File: src/rtl/spi_dr_pkg.sv
package spi_dr_pkg;
  localparam int unsigned BYTE_W = 8;

  // Level that marks the first clock edge of a bit cell
  function automatic logic lead_level(input logic cpol);
    return ~cpol;
  endfunction
endpackage

File: src/rtl/spi_dr_sync.sv
module spi_dr_sync #(
  parameter int unsigned WIDTH   = 3,
  parameter int unsigned STAGES  = 2,
  parameter logic [WIDTH-1:0] RST_VAL = '0
) (
  input  logic             clk,
  input  logic             rst_n,
  input  logic [WIDTH-1:0] d,
  output logic [WIDTH-1:0] q
);
  genvar g;
  generate
    for (g = 0; g < WIDTH; g++) begin : g_bit
      logic [STAGES-1:0] chain;
      always_ff @(posedge clk or negedge rst_n) begin
        if (!rst_n) chain <= {STAGES{RST_VAL[g]}};
        else        chain <= {chain[STAGES-2:0], d[g]};
      end
      assign q[g] = chain[STAGES-1];
    end
  endgenerate
endmodule

File: src/rtl/spi_dr_slave_front.sv
module spi_dr_slave_front #(
  parameter int unsigned STAGES = 2
) (
  input  logic clk,
  input  logic rst_n,
  input  logic cpol,
  input  logic sclk_pin,
  input  logic ss_n_pin,
  input  logic sdi_pin,
  output logic sel,
  output logic lead_ev,
  output logic trail_ev,
  output logic sdi_s
);
  import spi_dr_pkg::*;
  localparam int unsigned NSIG = 3;

  logic [NSIG-1:0] raw, synced;
  logic            sclk_prev;
  logic            rise, fall;

  assign raw = {sdi_pin, ss_n_pin, sclk_pin};

  spi_dr_sync #(.WIDTH(NSIG), .STAGES(STAGES), .RST_VAL(3'b010)) u_sync (
    .clk(clk), .rst_n(rst_n), .d(raw), .q(synced)
  );

  always_ff @(posedge clk or negedge rst_n) begin
    if (!rst_n) sclk_prev <= 1'b0;
    else        sclk_prev <= synced[0];
  end

  assign rise     = synced[0] & ~sclk_prev;
  assign fall     = ~synced[0] & sclk_prev;
  assign sel      = ~synced[1];
  assign sdi_s    = synced[2];
  assign lead_ev  = sel & ((lead_level(cpol)) ? rise : fall);
  assign trail_ev = sel & ((lead_level(cpol)) ? fall : rise);
endmodule

File: src/rtl/spi_dr_master_seq.sv
module spi_dr_master_seq #(
  parameter int unsigned DIV_W  = 4,
  parameter int unsigned DATA_W = 8
) (
  input  logic             clk,
  input  logic             rst_n,
  input  logic             start,
  input  logic             cpol,
  input  logic [DIV_W-1:0] div,
  output logic             busy,
  output logic             sclk,
  output logic             samp_ev,
  output logic             shift_ev
);
  localparam int unsigned EDGES  = 2 * DATA_W;
  localparam int unsigned EDGE_W = $clog2(EDGES);
  localparam logic [EDGE_W-1:0] LAST_EDGE = EDGE_W'(EDGES - 1);

  logic [DIV_W-1:0]  tmr, div_l;
  logic [EDGE_W-1:0] edge_n;
  logic              sclk_q, cpol_l;
  logic              tick;

  assign tick     = busy && (tmr == '0);
  assign samp_ev  = tick && !edge_n[0];
  assign shift_ev = tick && edge_n[0];
  assign sclk     = busy ? sclk_q : cpol;

  always_ff @(posedge clk or negedge rst_n) begin
    if (!rst_n) begin
      busy   <= 1'b0;
      tmr    <= '0;
      div_l  <= '0;
      edge_n <= '0;
      sclk_q <= 1'b0;
      cpol_l <= 1'b0;
    end else if (!busy) begin
      if (start) begin
        busy   <= 1'b1;
        tmr    <= div;
        div_l  <= div;
        edge_n <= '0;
        sclk_q <= cpol;
        cpol_l <= cpol;
      end
    end else if (tick) begin
      tmr    <= div_l;
      sclk_q <= ~sclk_q;
      edge_n <= edge_n + 1'b1;
      if (edge_n == LAST_EDGE) begin
        busy   <= 1'b0;
        sclk_q <= cpol_l;
      end
    end else begin
      tmr <= tmr - 1'b1;
    end
  end
endmodule

File: src/rtl/spi_dr_rxbuf.sv
module spi_dr_rxbuf #(
  parameter int unsigned DATA_W = 8
) (
  input  logic              clk,
  input  logic              rst_n,
  input  logic              cmpl,
  input  logic [DATA_W-1:0] cmpl_data,
  input  logic              rx_ready,
  input  logic              flag_clr,
  output logic              rx_valid,
  output logic [DATA_W-1:0] rx_data,
  output logic              overrun,
  output logic              done
);
  logic pop;
  assign pop = rx_valid && rx_ready;

  always_ff @(posedge clk or negedge rst_n) begin
    if (!rst_n) begin
      rx_valid <= 1'b0;
      rx_data  <= '0;
      overrun  <= 1'b0;
      done     <= 1'b0;
    end else begin
      if (flag_clr) overrun <= 1'b0;
      if (cmpl) begin
        done <= 1'b1;
        if (rx_valid && !pop) begin
          overrun <= 1'b1;
        end else begin
          rx_data  <= cmpl_data;
          rx_valid <= 1'b1;
        end
      end else if (pop) begin
        rx_valid <= 1'b0;
        done     <= 1'b0;
      end
    end
  end
endmodule

File: src/rtl/spi_dual_role.sv
module spi_dual_role #(
  parameter int unsigned DATA_W      = 8,
  parameter int unsigned DIV_W       = 4,
  parameter int unsigned SYNC_STAGES = 2
) (
  input  logic              clk,
  input  logic              rst_n,
  input  logic              cfg_master,
  input  logic              cfg_cpol,
  input  logic              cfg_cpha,
  input  logic [DIV_W-1:0]  cfg_div,
  input  logic              tx_valid,
  output logic              tx_ready,
  input  logic [DATA_W-1:0] tx_data,
  output logic              rx_valid,
  input  logic              rx_ready,
  output logic [DATA_W-1:0] rx_data,
  output logic              xfer_done,
  output logic              overrun,
  output logic              wr_collision,
  input  logic              flag_clr,
  input  logic              sclk_i,
  output logic              sclk_o,
  output logic              sclk_oe,
  input  logic              ss_n_i,
  output logic              ss_n_o,
  input  logic              sdi,
  output logic              sdo,
  output logic              sdo_oe
);
  localparam int unsigned CNT_W = $clog2(DATA_W) + 1;
  localparam logic [CNT_W-1:0] LAST_BIT = CNT_W'(DATA_W - 1);

  logic              m_busy, m_sclk, m_samp, m_shift;
  logic              s_sel, s_lead, s_trail, s_sdi;
  logic              samp_ev, shift_ev, samp_bit;
  logic              tx_fire, cmpl;
  logic [DATA_W-1:0] tx_sh, rx_sh, cmpl_data;
  logic [CNT_W-1:0]  bit_cnt;

  spi_dr_master_seq #(.DIV_W(DIV_W), .DATA_W(DATA_W)) u_mseq (
    .clk(clk), .rst_n(rst_n), .start(tx_fire && cfg_master),
    .cpol(cfg_cpol), .div(cfg_div), .busy(m_busy), .sclk(m_sclk),
    .samp_ev(m_samp), .shift_ev(m_shift)
  );

  spi_dr_slave_front #(.STAGES(SYNC_STAGES)) u_sfront (
    .clk(clk), .rst_n(rst_n), .cpol(cfg_cpol), .sclk_pin(sclk_i),
    .ss_n_pin(ss_n_i), .sdi_pin(sdi), .sel(s_sel), .lead_ev(s_lead),
    .trail_ev(s_trail), .sdi_s(s_sdi)
  );

  // Role selection: the master timing never uses the phase pin
  always_comb begin
    if (cfg_master) begin
      samp_ev  = m_samp;
      shift_ev = m_shift;
      samp_bit = sdi;
    end else begin
      samp_ev  = cfg_cpha ? s_trail : s_lead;
      shift_ev = cfg_cpha ? (s_lead && bit_cnt != '0) : s_trail;
      samp_bit = s_sdi;
    end
  end

  assign tx_ready  = cfg_master ? !m_busy : !s_sel;
  assign tx_fire   = tx_valid && tx_ready;
  assign cmpl      = samp_ev && (bit_cnt == LAST_BIT);
  assign cmpl_data = {rx_sh[DATA_W-2:0], samp_bit};

  always_ff @(posedge clk or negedge rst_n) begin
    if (!rst_n) begin
      tx_sh        <= '0;
      rx_sh        <= '0;
      bit_cnt      <= '0;
      wr_collision <= 1'b0;
    end else begin
      if (flag_clr) wr_collision <= 1'b0;
      if (tx_valid && !tx_ready) wr_collision <= 1'b1;

      if (tx_fire) begin
        tx_sh   <= tx_data;
        bit_cnt <= '0;
      end else if (!cfg_master && !s_sel) begin
        bit_cnt <= '0;
      end else begin
        if (shift_ev) tx_sh <= {tx_sh[DATA_W-2:0], 1'b0};
        if (samp_ev) begin
          rx_sh   <= cmpl_data;
          bit_cnt <= cmpl ? '0 : bit_cnt + 1'b1;
        end
      end
    end
  end

  spi_dr_rxbuf #(.DATA_W(DATA_W)) u_rxbuf (
    .clk(clk), .rst_n(rst_n), .cmpl(cmpl), .cmpl_data(cmpl_data),
    .rx_ready(rx_ready), .flag_clr(flag_clr), .rx_valid(rx_valid),
    .rx_data(rx_data), .overrun(overrun), .done(xfer_done)
  );

  assign sdo     = tx_sh[DATA_W-1];
  assign sdo_oe  = cfg_master | ~ss_n_i;
  assign sclk_o  = m_sclk;
  assign sclk_oe = cfg_master;
  assign ss_n_o  = !(cfg_master && m_busy);
endmodule

File: config.mk
export PLATFORM = sky130hd
export DESIGN_NAME = spi_dual_role
export DESIGN_NICKNAME = d
export VERILOG_FILES = /design/src/rtl/spi_dr_pkg.sv /design/src/rtl/spi_dr_sync.sv /design/src/rtl/spi_dr_slave_front.sv /design/src/rtl/spi_dr_master_seq.sv /design/src/rtl/spi_dr_rxbuf.sv /design/src/rtl/spi_dual_role.sv
export SDC_FILE = /design/constraint.sdc
export NUM_CORES = 1
export LEC_CHECK = 0
export ABC_AREA = 1
export BUFFER_PORTS_ARGS = -buffer_cell sky130_fd_sc_hd__buf_2
export CORE_ASPECT_RATIO = 0.75
export CORE_MARGIN = 2
export CORE_UTILIZATION = 55
export DETAILED_ROUTE_END_ITERATION = 7
export HOLD_SLACK_MARGIN = 0.06
export PLACE_DENSITY = 0.78
export SLEW_MARGIN = 10
export SYNTH_ARGS = -nofsm -noshare
export SYNTH_HDL_FRONTEND = slang
export SYNTH_SLANG_ARGS = --single-unit
export TNS_END_PERCENT = 50
File: constraint.sdc
create_clock -name clk -period 2.9 [get_ports clk]
set_clock_uncertainty 0.1 [all_clocks]
set_input_delay 0.145 -clock clk [delete_from_list [all_inputs] [get_ports clk]]
set_output_delay 0.145 -clock clk [all_outputs]
set_load 0.01 [all_outputs]
# Word-level counts from Yosys, hierarchy flattened
# Cells that the tools add are included.
[word_totals]
regBits = 53
in_bits = 23
output_inout_bits = 18
[classes]
n_addsub = 3
eq_ne = 5
muxes = 39
bitwise = 14
reduce_logical = 31
[ops]
columns = ["op", "count"]
rows = [
  ["two-way mux 4 bit", 10],
  ["two-way mux 1 bit", 26],
  ["two-way mux 8 bit", 3],
  ["logical AND 1 bit", 12],
  ["AND reduction 2 bit", 5],
  ["inverter 1 bit", 9],
  ["adder 4 x 1 -> 4 bit, second input constant", 2],
  ["nonzero test 2 bit", 4],
  ["logical NOT 1 bit", 6],
  ["inequality test 2 bit, second input constant", 3],
  ["AND 1 bit", 4],
  ["equality test 4 x 3 -> 1 bit, second input constant", 1],
  ["equality test 4 bit, second input constant", 1],
  ["logical NOT 4 bit", 1],
  ["nonzero test 4 bit", 1],
  ["subtractor 4 x 1 -> 4 bit, second input constant", 1],
  ["AND reduction 3 bit", 1],
  ["nonzero test 3 bit", 1],
  ["bitwise OR 1 bit", 1],
]

# Longest topological paths before layout
# Gate-level depths: netlist of run 1.
[logic_depth]
ltp_word = 11
mapped_depth = 10

# Modules after synthesis
# A second synthesis of run 1 with hierarchy kept.
[unflattened]
hier_cells = 336
area_unflattened_um2 = 2735.1
[by_module_without_submodules]
columns = ["module", "instances", "cells_per_inst", "area_each_um2"]
rows = [
  ["spi_dual_role", 1, 154, 1152.4],
  ["spi_dr_master_seq", 1, 111, 882.1],
  ["spi_dr_rxbuf", 1, 47, 445.4],
  ["spi_dr_sync", 1, 9, 175.2],
  ["spi_dr_slave_front", 1, 15, 80.1],
]

# Worst setup path before layout of run 1
# OpenSTA, ideal clock, no wires.
[synth_timing]
kind = "register to register"
from = "register u_mseq.tmr[0]"
to = "register u_rxbuf.rx_data[1]"
setup_time_ns = 0.119
arrival_ns = 1.478
required_time_ns = 2.681
slack_ns = 1.203
path_stages_with_launch = 10
path_buffers = 0
cell_sequence = "dfrtp_1 -> inv_1 -> ha_1 -> nand2_1 -> nor3_4 -> nand2_1 -> nand2_1 -> nand4_1 -> nand2_1 -> nand2_1"
[synth_via]
elab_chain_cells = 6
[synth_lines]
columns = ["element", "line_no", "source"]
rows = [
  ["start, declared", "spi_dr_master_seq.sv:19", "logic [DIV_W-1:0] tmr, div_l;"],
  ["start signal, assigned", "spi_dr_master_seq.sv:40", "tmr <= div;"],
  ["start signal, assigned", "spi_dr_master_seq.sv:47", "tmr <= div_l;"],
  ["start signal, assigned", "spi_dr_master_seq.sv:55", "tmr <= tmr - 1'b1;"],
  ["logical NOT 4 bit", "spi_dr_master_seq.sv:24", "assign tick = busy && (tmr == '0);"],
  ["logical AND 1 bit", "spi_dr_master_seq.sv:24", ""],
  ["logical AND 1 bit", "spi_dr_master_seq.sv:25", "assign samp_ev = tick && !edge_n[0];"],
  ["two-way mux 1 bit", "spi_dual_role.sv:55", "if (cfg_master) begin"],
  ["logical AND 1 bit", "spi_dual_role.sv:68", "assign cmpl = samp_ev && (bit_cnt == LAST_BIT);"],
  ["AND reduction 2 bit (no source line)", "-", ""],
  ["end signal, assigned", "spi_dr_rxbuf.sv:31", "rx_data <= cmpl_data;"],
  ["end, declared", "spi_dr_rxbuf.sv:11", "output logic [DATA_W-1:0] rx_data,"],
]
# No other way between the ends.
# A chain may end at the register's enable or synchronous reset.

# Worst setup path in the final report of run 1
[layout_timing]
from = "register u_mseq.tmr[0]"
to = "register bit_cnt[3]"
[layout_via]
elab_chain_cells = 9
word_cells_on_any_way = 10
[layout_lines]
columns = ["element", "line_no", "source"]
rows = [
  ["logical NOT 4 bit (*)", "spi_dr_master_seq.sv:24", ""],
  ["logical AND 1 bit (*)", "spi_dr_master_seq.sv:24", ""],
  ["logical AND 1 bit (*)", "spi_dr_master_seq.sv:25", ""],
  ["two-way mux 1 bit (*)", "spi_dual_role.sv:55", ""],
  ["logical AND 1 bit", "spi_dual_role.sv:68", ""],
  ["two-way mux 4 bit", "spi_dual_role.sv:90", "bit_cnt <= cmpl ? '0 : bit_cnt + 1'b1;"],
  ["two-way mux 4 bit", "spi_dual_role.sv:88", "if (samp_ev) begin"],
  ["two-way mux 4 bit", "spi_dual_role.sv:84", "end else if (!cfg_master && !s_sel) begin"],
  ["two-way mux 4 bit", "spi_dual_role.sv:81", "if (tx_fire) begin"],
  ["end signal, assigned", "spi_dual_role.sv:90", ""],
  ["end, declared", "spi_dual_role.sv:39", "logic [CNT_W-1:0] bit_cnt;"],
]
# Every way passes the cells marked *; elsewhere a longest branch is shown, timed or not. The select of a mux whose other input is x is not followed.

==> out/results.txt, run 1 <==
Min Clock Period, post-route - 2130 ps
fin. max-slew vios - 0
critical path class - flip-flop to flip-flop
Overall Global Routing Usage - 0.232
core area - 0.00447 mm²
CP max stage cell - nand2_1
CP Capture Type - flip-flop
simple-gate share of the synthesized area - 0.313
Post CTS Setup Buffer Count - 0
Slew HR - 0.632
Synth Area in XOR/XNOR - 0.0137
Finished Cell Area - 0.00306 mm²
die width - 82.8 µm
Synth Instances - 297
Ant. Diodes - 0
crit start category - flip-flop
Clock Latency Late Sink - 310 ps
Yosys cell types - 33
Post-Syn Nets - 325
P&R area growth vs syn - 19.5%
PortBufs - 40
CP arrival - 2230 ps
post-layout util - 0.684
H-tree Lvls - 2
pin count of the biggest net entering global routing - 31
max cap viols - 0
Yosys warnings - 0
I/O Pins - 41
mux contribution to synthesized area - 0
dpl cell area - 0.00279 mm²
syn_area_per_cell - 8.62 µm²
first-pass GRT wire length - 9.18 mm
fin nets - 383
non-filler instance count after layout - 413
Die H - 63.1 µm
Detailed Route Iter0 Violations - 123
FILL cells - 369
total number of vias - 2121
Fin Setup TNS - 0 ps
CTS Sinks - 53
min-delay worst type - input pin to flip-flop
full die area - 0.00522 mm²
Initial DRT Pass Iterations - 4
clk slew on worst S/H paths - 100 ps
RSZ-0062 raised after global routing - false
Crit path max-delay family - simple AND/OR/NAND/NOR gates
Placer Congestion - 0.858
area of the multi-input gates - 0.00107 mm²
CTS tree - done
worst path cell trace - inv_1 -> ha_1 -> nand2_1 -> nor3_4 -> nand3_1 -> nand2_1 -> nand2_1 -> nand2_1 -> nand2_1
starting density of the core - 0.573
Least-Margin Pin Slew - 552 ps
Final setup viols - 0
DRC - 0
post-cts resize count - 0
register area share after synthesis - 0.519
#FFs+latches synth - 53
average routed wire per standard cell - 12.7 µm
CP dominant cell by count - nand2_1
Inst Count DP - 387
CP max FO - 17
largest family of logic cells by synthesized area - simple AND/OR/NAND/NOR gates
Leak - 0.00168 µW
Final Routed Wirelength - 5.25 mm
status - finished clean
row count - 21
DR vias/cell - 5.14
DP HPWL - 3.71 mm
TritonCTS Buffers - 5
Pwr Density - 626 mW/mm²
final hold vios - 0
root buffer cell - clkbuf_8
Max VDD drop - 0.360 mV
Fmax - 470 MHz
clk buf depth - 2
layout cells sized above 1 - 0.185
Synth Area in Compound Gates - 0.0650
vias in the first global route - 2023
final worst-path cycle share - 0.734
fraction of the mapped netlist area in adder cells - 0.0244
max incr delay on CP - 410 ps
antenna violations before repair - 0
synthesized cell area - 0.00256 mm²
sequential cell area - 0.00133 mm²
grt total ovfl - 0
WP buf/inv - 1
Antenna Nets Post-Route - 0
CP required - 3000 ps
==> Yosys cell counts (all sizes together) <==
| cell | number | share of area |
|---|---|---|
| inv | 28 | 0.044 |
| a31oi | 1 | 0.0024 |
| nand4 | 16 | 0.039 |
| nand3b | 1 | 0.0029 |
| dfstp | 2 | 0.021 |
| nand3 | 29 | 0.057 |
| o21a | 2 | 0.0059 |
| nor3 | 1 | 0.0064 |
| o211ai | 2 | 0.0059 |
| a211oi | 1 | 0.0029 |
| xor2 | 4 | 0.014 |
| a22oi | 1 | 0.0049 |
| nand2 | 115 | 0.18 |
| buf | 6 | 0.017 |
| o21ai | 10 | 0.021 |
| a21boi | 1 | 0.0044 |
| dfrtp | 51 | 0.50 |
| clkbuf | 2 | 0.0029 |
| a21oi | 7 | 0.014 |
| ha | 5 | 0.024 |
| nor2 | 11 | 0.023 |
| a32o | 1 | 0.0039 |
==> path summary, 6_finish.rpt <==
kind / from / cells after the start / end / slack (ps)
max: u_mseq.tmr[0] / 9 / bit_cnt[3] / 770
max reg2reg: u_mseq.tmr[0] / 9 / bit_cnt[3] / 770
min reg2reg: u_sfront.u_sync.g_bit[0].chain[0] / 0 / u_sfront.u_sync.g_bit[0].chain[1] / 260
min: cfg_div[1] / 4 / u_mseq.div_l[1] / 80
min in group asynchronous: rst_n / 2 / u_mseq.tmr[3] / 240
max in group asynchronous: rst_n / 3 / u_rxbuf.rx_valid / 1690
==> through the flow <==
step           hold slack, ps  setup slack (ps)  total power [µW]
6_report                 81.3               771              1910
5_1_grt                  86.6               460              2060
4_1_cts                  71.9               776              1920
3_5_place_dp             67.4               780              1480
3_3_place_gp             57.9               870              1460
2_1_floorplan            -251              1200              1350
==> timing repair <==
action,CTS,global route
endpoints found under the setup margin,0,0
hold endpoints to repair,41,0
hold buffers,18,0
==> worst min-delay path: stages <==
cell	delay (ps)
buf_2	70
nor2_1	30
inv_1	80
o21a_1	120
==> flip-flops by register name, indices dropped and copies added, names as in the netlist <==
| register | count |
|---|---|
| rx_sh | 7 |
| u_rxbuf.done | 1 |
| u_rxbuf.rx_valid | 1 |
| u_mseq.sclk_q | 1 |
| bit_cnt | 4 |
| u_rxbuf.overrun | 1 |
| wr_collision | 1 |
| u_mseq.busy | 1 |
| u_mseq.cpol_l | 1 |
| tx_sh | 8 |
| u_mseq.tmr | 4 |
| u_sfront.sclk_prev | 1 |
| u_sfront.u_sync.g_bit.chain | 6 |
| u_rxbuf.rx_data | 8 |
| u_mseq.div_l | 4 |
| u_mseq.edge_n | 4 |
==> layer usage <==
layer	vias up	track usage	share of wire
li1	1081	-	-
met1	984	0.338	0.50
met2	50	0.348	0.45
met3	6	0.0473	0.042
met4	0	0.0738	0.0074
met5	-	0	0
==> layout make-up <==
type / instances / share of cell area
Clock inverter: 3 / 0.00696
Inverter: 28 / 0.0368
Clock buffer: 5 / 0.0225
Tap cell: 57 / 0.0233
Multi-Input combinational cell: 208 / 0.349
Sequential cell: 53 / 0.435
Timing Repair Buffer: 59 / 0.127
==> kinds of logic (layout without fill, tap and decap cells) <==
kind of cell	count (synthesis)	in the layout
xor+xnor	4	4
buf+inv	36	95
fa+ha+maj	5	5
simple gates	173	173
compound gates	26	26
flops	53	53
==> layout by cell type (no fill, tap or decap), types with 2 or more instances in the layout <==
cell             n
nand2_1        108
dfrtp_1         51
buf_2           40
nand3_1         29
inv_1           26
dlygate4sd3_1   18
nand4_1         16
nor2_1           9
o21ai_0          7
a21oi_1          7
ha_1             5
clkbuf_8         5
nand2_2          4
xor2_1           4
nand2_4          2
inv_6            2
o21ai_1          2
o21a_1           2
o211ai_1         2
dfstp_2          2
==> report_power, final <==
| group | total, µW | internal [µW] | switching (µW) |
|---|---|---|---|
| logic | 508 | 214 | 294 |
| registers | 985 | 882 | 104 |
| clock network | 420 | 172 | 248 |
| total | 1910 | 1270 | 645 |
(Power assumes the default switching activity.)
==> inputs of run 2 (changes only) <==
clock period = 2.1 ns   (was 2.9 ns; I/O delays follow)
==> run 2 against run 1 <==
  * Worst hold slack gained 47 ps
  * Combinational power grew 39%
  * Core utilization grew 1.5 points
  * Count of clock-buffer cells in the layout is the same
  * Total power grew 43%
  * Critical path type unchanged
  * Highest routed layer unchanged
==> out/results.txt, run 2 (synthesis gave the netlist of run 1 again) <==
non-filler instance count after layout - 418 (+1.2%)
CTS Sinks - 53 (unchanged)
P&R area growth vs syn - 22.1%
PortBufs - 40 (unchanged)
Initial DRT Pass Iterations - 4 (unchanged)
first-pass GRT wire length - 9.11 mm (-0.69%)
DP HPWL - 3.78 mm (+1.9%)
Final setup viols - 0 (unchanged)
core area - 0.00447 mm² (unchanged)
post-layout power - 2730 µW (+43%)
hold_ws - 128 ps (+46.9 ps)
Placer Congestion - 0.912 (+6.3%)
Ant. Diodes - 0 (unchanged)
Max VDD drop - 0.593 mV (+65%)
status - finished clean
worst path cell trace - inv_1 -> ha_1 -> nand2_1 -> nor3_4 -> nand2_1 -> nand2_1 -> nand4_1 -> nand2_1 -> nand2_1
die width - 82.8 µm (unchanged)
Detailed Route Iter0 Violations - 108 (-12%)
root buffer cell - clkbuf_8
Fmax - 527 MHz (+12%)
CP max FO - 8 (-9)
DR vias/cell - 5.10 (-0.68%)
fin. max-slew vios - 0 (unchanged)
CP dominant cell by count - nand2_1
CP Capture Type - flip-flop
WP buf/inv - 1 (unchanged)
final worst-path cycle share - 0.904 (+0.170)
Final Routed Wirelength - 5.14 mm (-1.9%)
DRC - 0 (unchanged)
Worst Reg2Reg Path Length in Cells - 9 (unchanged)
TritonCTS Buffers - 5 (unchanged)
max cap viols - 0 (unchanged)
Pwr Density - 874 mW/mm² (+40%)
clk buf depth - 2 (unchanged)
min-delay worst type - input pin to asynchronous set/reset pin
Overall Global Routing Usage - 0.226 (-0.00528)
Antenna Nets Post-Route - 0 (unchanged)
pin count of the biggest net entering global routing - 22 (-29%)
vias in the first global route - 2037 (+0.69%)
crit start category - flip-flop
commonest non-fill, non-tap cell in the layout - nand2_1
CP max stage cell - dfrtp_1
Regs by FF count - tx_sh: 8 flops, u_rxbuf.rx_data: 8 flops, rx_sh: 7 flops
Clock Latency Late Sink - 300 ps (about the same)
CP required - 2200 ps (-800 ps)
Inst Count DP - 391 (+1.0%)
grt total ovfl - 0 (unchanged)
RSZ-0062 raised after global routing - false
post-layout util - 0.699 (+0.0148)
total number of vias - 2132 (+0.52%)
full die area - 0.00522 mm² (unchanged)
Least-Margin Pin Slew - 351 ps (-201 ps)
Die H - 63.1 µm (unchanged)
average routed wire per standard cell - 12.3 µm (-3.1%)
antenna violations before repair - 0 (unchanged)
fin nets - 389 (+1.6%)
CTS tree - done
critical path class - flip-flop to flip-flop
I/O Pins - 41 (unchanged)
clk slew on worst S/H paths - 90 ps (about the same)
Leak - 0.00171 µW (+2.3%)
Crit path max-delay family - simple AND/OR/NAND/NOR gates
final hold vios - 0 (unchanged)
CP arrival - 2000 ps (-230 ps)
Fin Setup TNS - 0 ps (unchanged)
Post CTS Setup Buffer Count - 0 (unchanged)
H-tree Lvls - 2 (unchanged)
r2r setup slk - 200 ps (-570 ps)
most frequent cells in the layout - nand2_1, dfrtp_1, buf_2
layout cells sized above 1 - 0.194 (+0.00851)
Slew HR - 0.765 (+0.133)
max incr delay on CP - 380 ps (-30 ps)
row count - 21 (unchanged)
Crit Reg-Reg Endpoint - u_rxbuf.rx_data[6]
starting density of the core - 0.573 (unchanged)
Min Clock Period, post-route - 1900 ps (-230 ps)
RR Startpoint - u_mseq.tmr[0]
[run 2: changes by cell type in the layout (fill, tap and decap cells not counted), sizes merged]
| cell | previous run | this run |
|---|---|---|
| clkinvlp | 1 | 0 |
| buf | 41 | 45 |
| bufinv | 0 | 1 |
| dlygate4sd3 | 18 | 20 |
| inv | 29 | 28 |
[run 2: area by class of cell]
type / count / area [µm²]
clock buffer: 5 / 68.8
clock inverter: 2 / 35.0
fill: 346 / 1340
inverter: 28 / 113
multi-input combinational: 208 / 1070
sequential: 53 / 1330
tap: 57 / 71.3
timing repair buffer: 65 / 438
[run 2: routing by layer]
layer | GRT usage | wire length (µm) | vias up
met1 | 0.339 | 2650 | 978
met5 | 0 | 0 | -
met3 | 0.0501 | 231 | 5
li1 | - | - | 1104
met4 | 0.0656 | 50 | 0
met2 | 0.332 | 2210 | 45
[run 2: what timing repair did]
| item | in CTS | in global routing |
|---|---|---|
| resized for setup | 0 | 1 |
| endpoints found under the hold margin | 75 | 0 |
| hold buffers | 20 | 0 |
| setup endpoints to repair | 0 | 2 |
[run 2: report_power, final]
group | internal, µW | switching (µW)
Sequential | 1220 | 143
Clock | 347 | 316
Combinational | 307 | 397
[run 2: worst max-delay path by stage]
| stage | from | endpoint | slack, ps | depth (start not counted) |
|---|---|---|---|---|
| after floorplan | u_mseq.tmr[0] | u_rxbuf.rx_data[1] | 400 | 9 |
| after global placement | u_mseq.tmr[0] | rx_sh[1] | 310 | 8 |
| after detailed placement | u_mseq.tmr[0] | bit_cnt[0] | 230 | 10 |
| after CTS | u_mseq.tmr[0] | bit_cnt[0] | 190 | 10 |
| after global routing | u_mseq.tmr[0] | u_rxbuf.rx_data[3] | 30 | 9 |
| final | u_mseq.tmr[0] | u_rxbuf.rx_data[6] | 200 | 9 |
[run 2: stage by stage]
stage,setup WS (ps),area (µm²)
floorplan,403,2560
global placement,313,2820
detailed placement,233,2820
CTS,187,3120
global route,29.6,3120
finish,201,3120
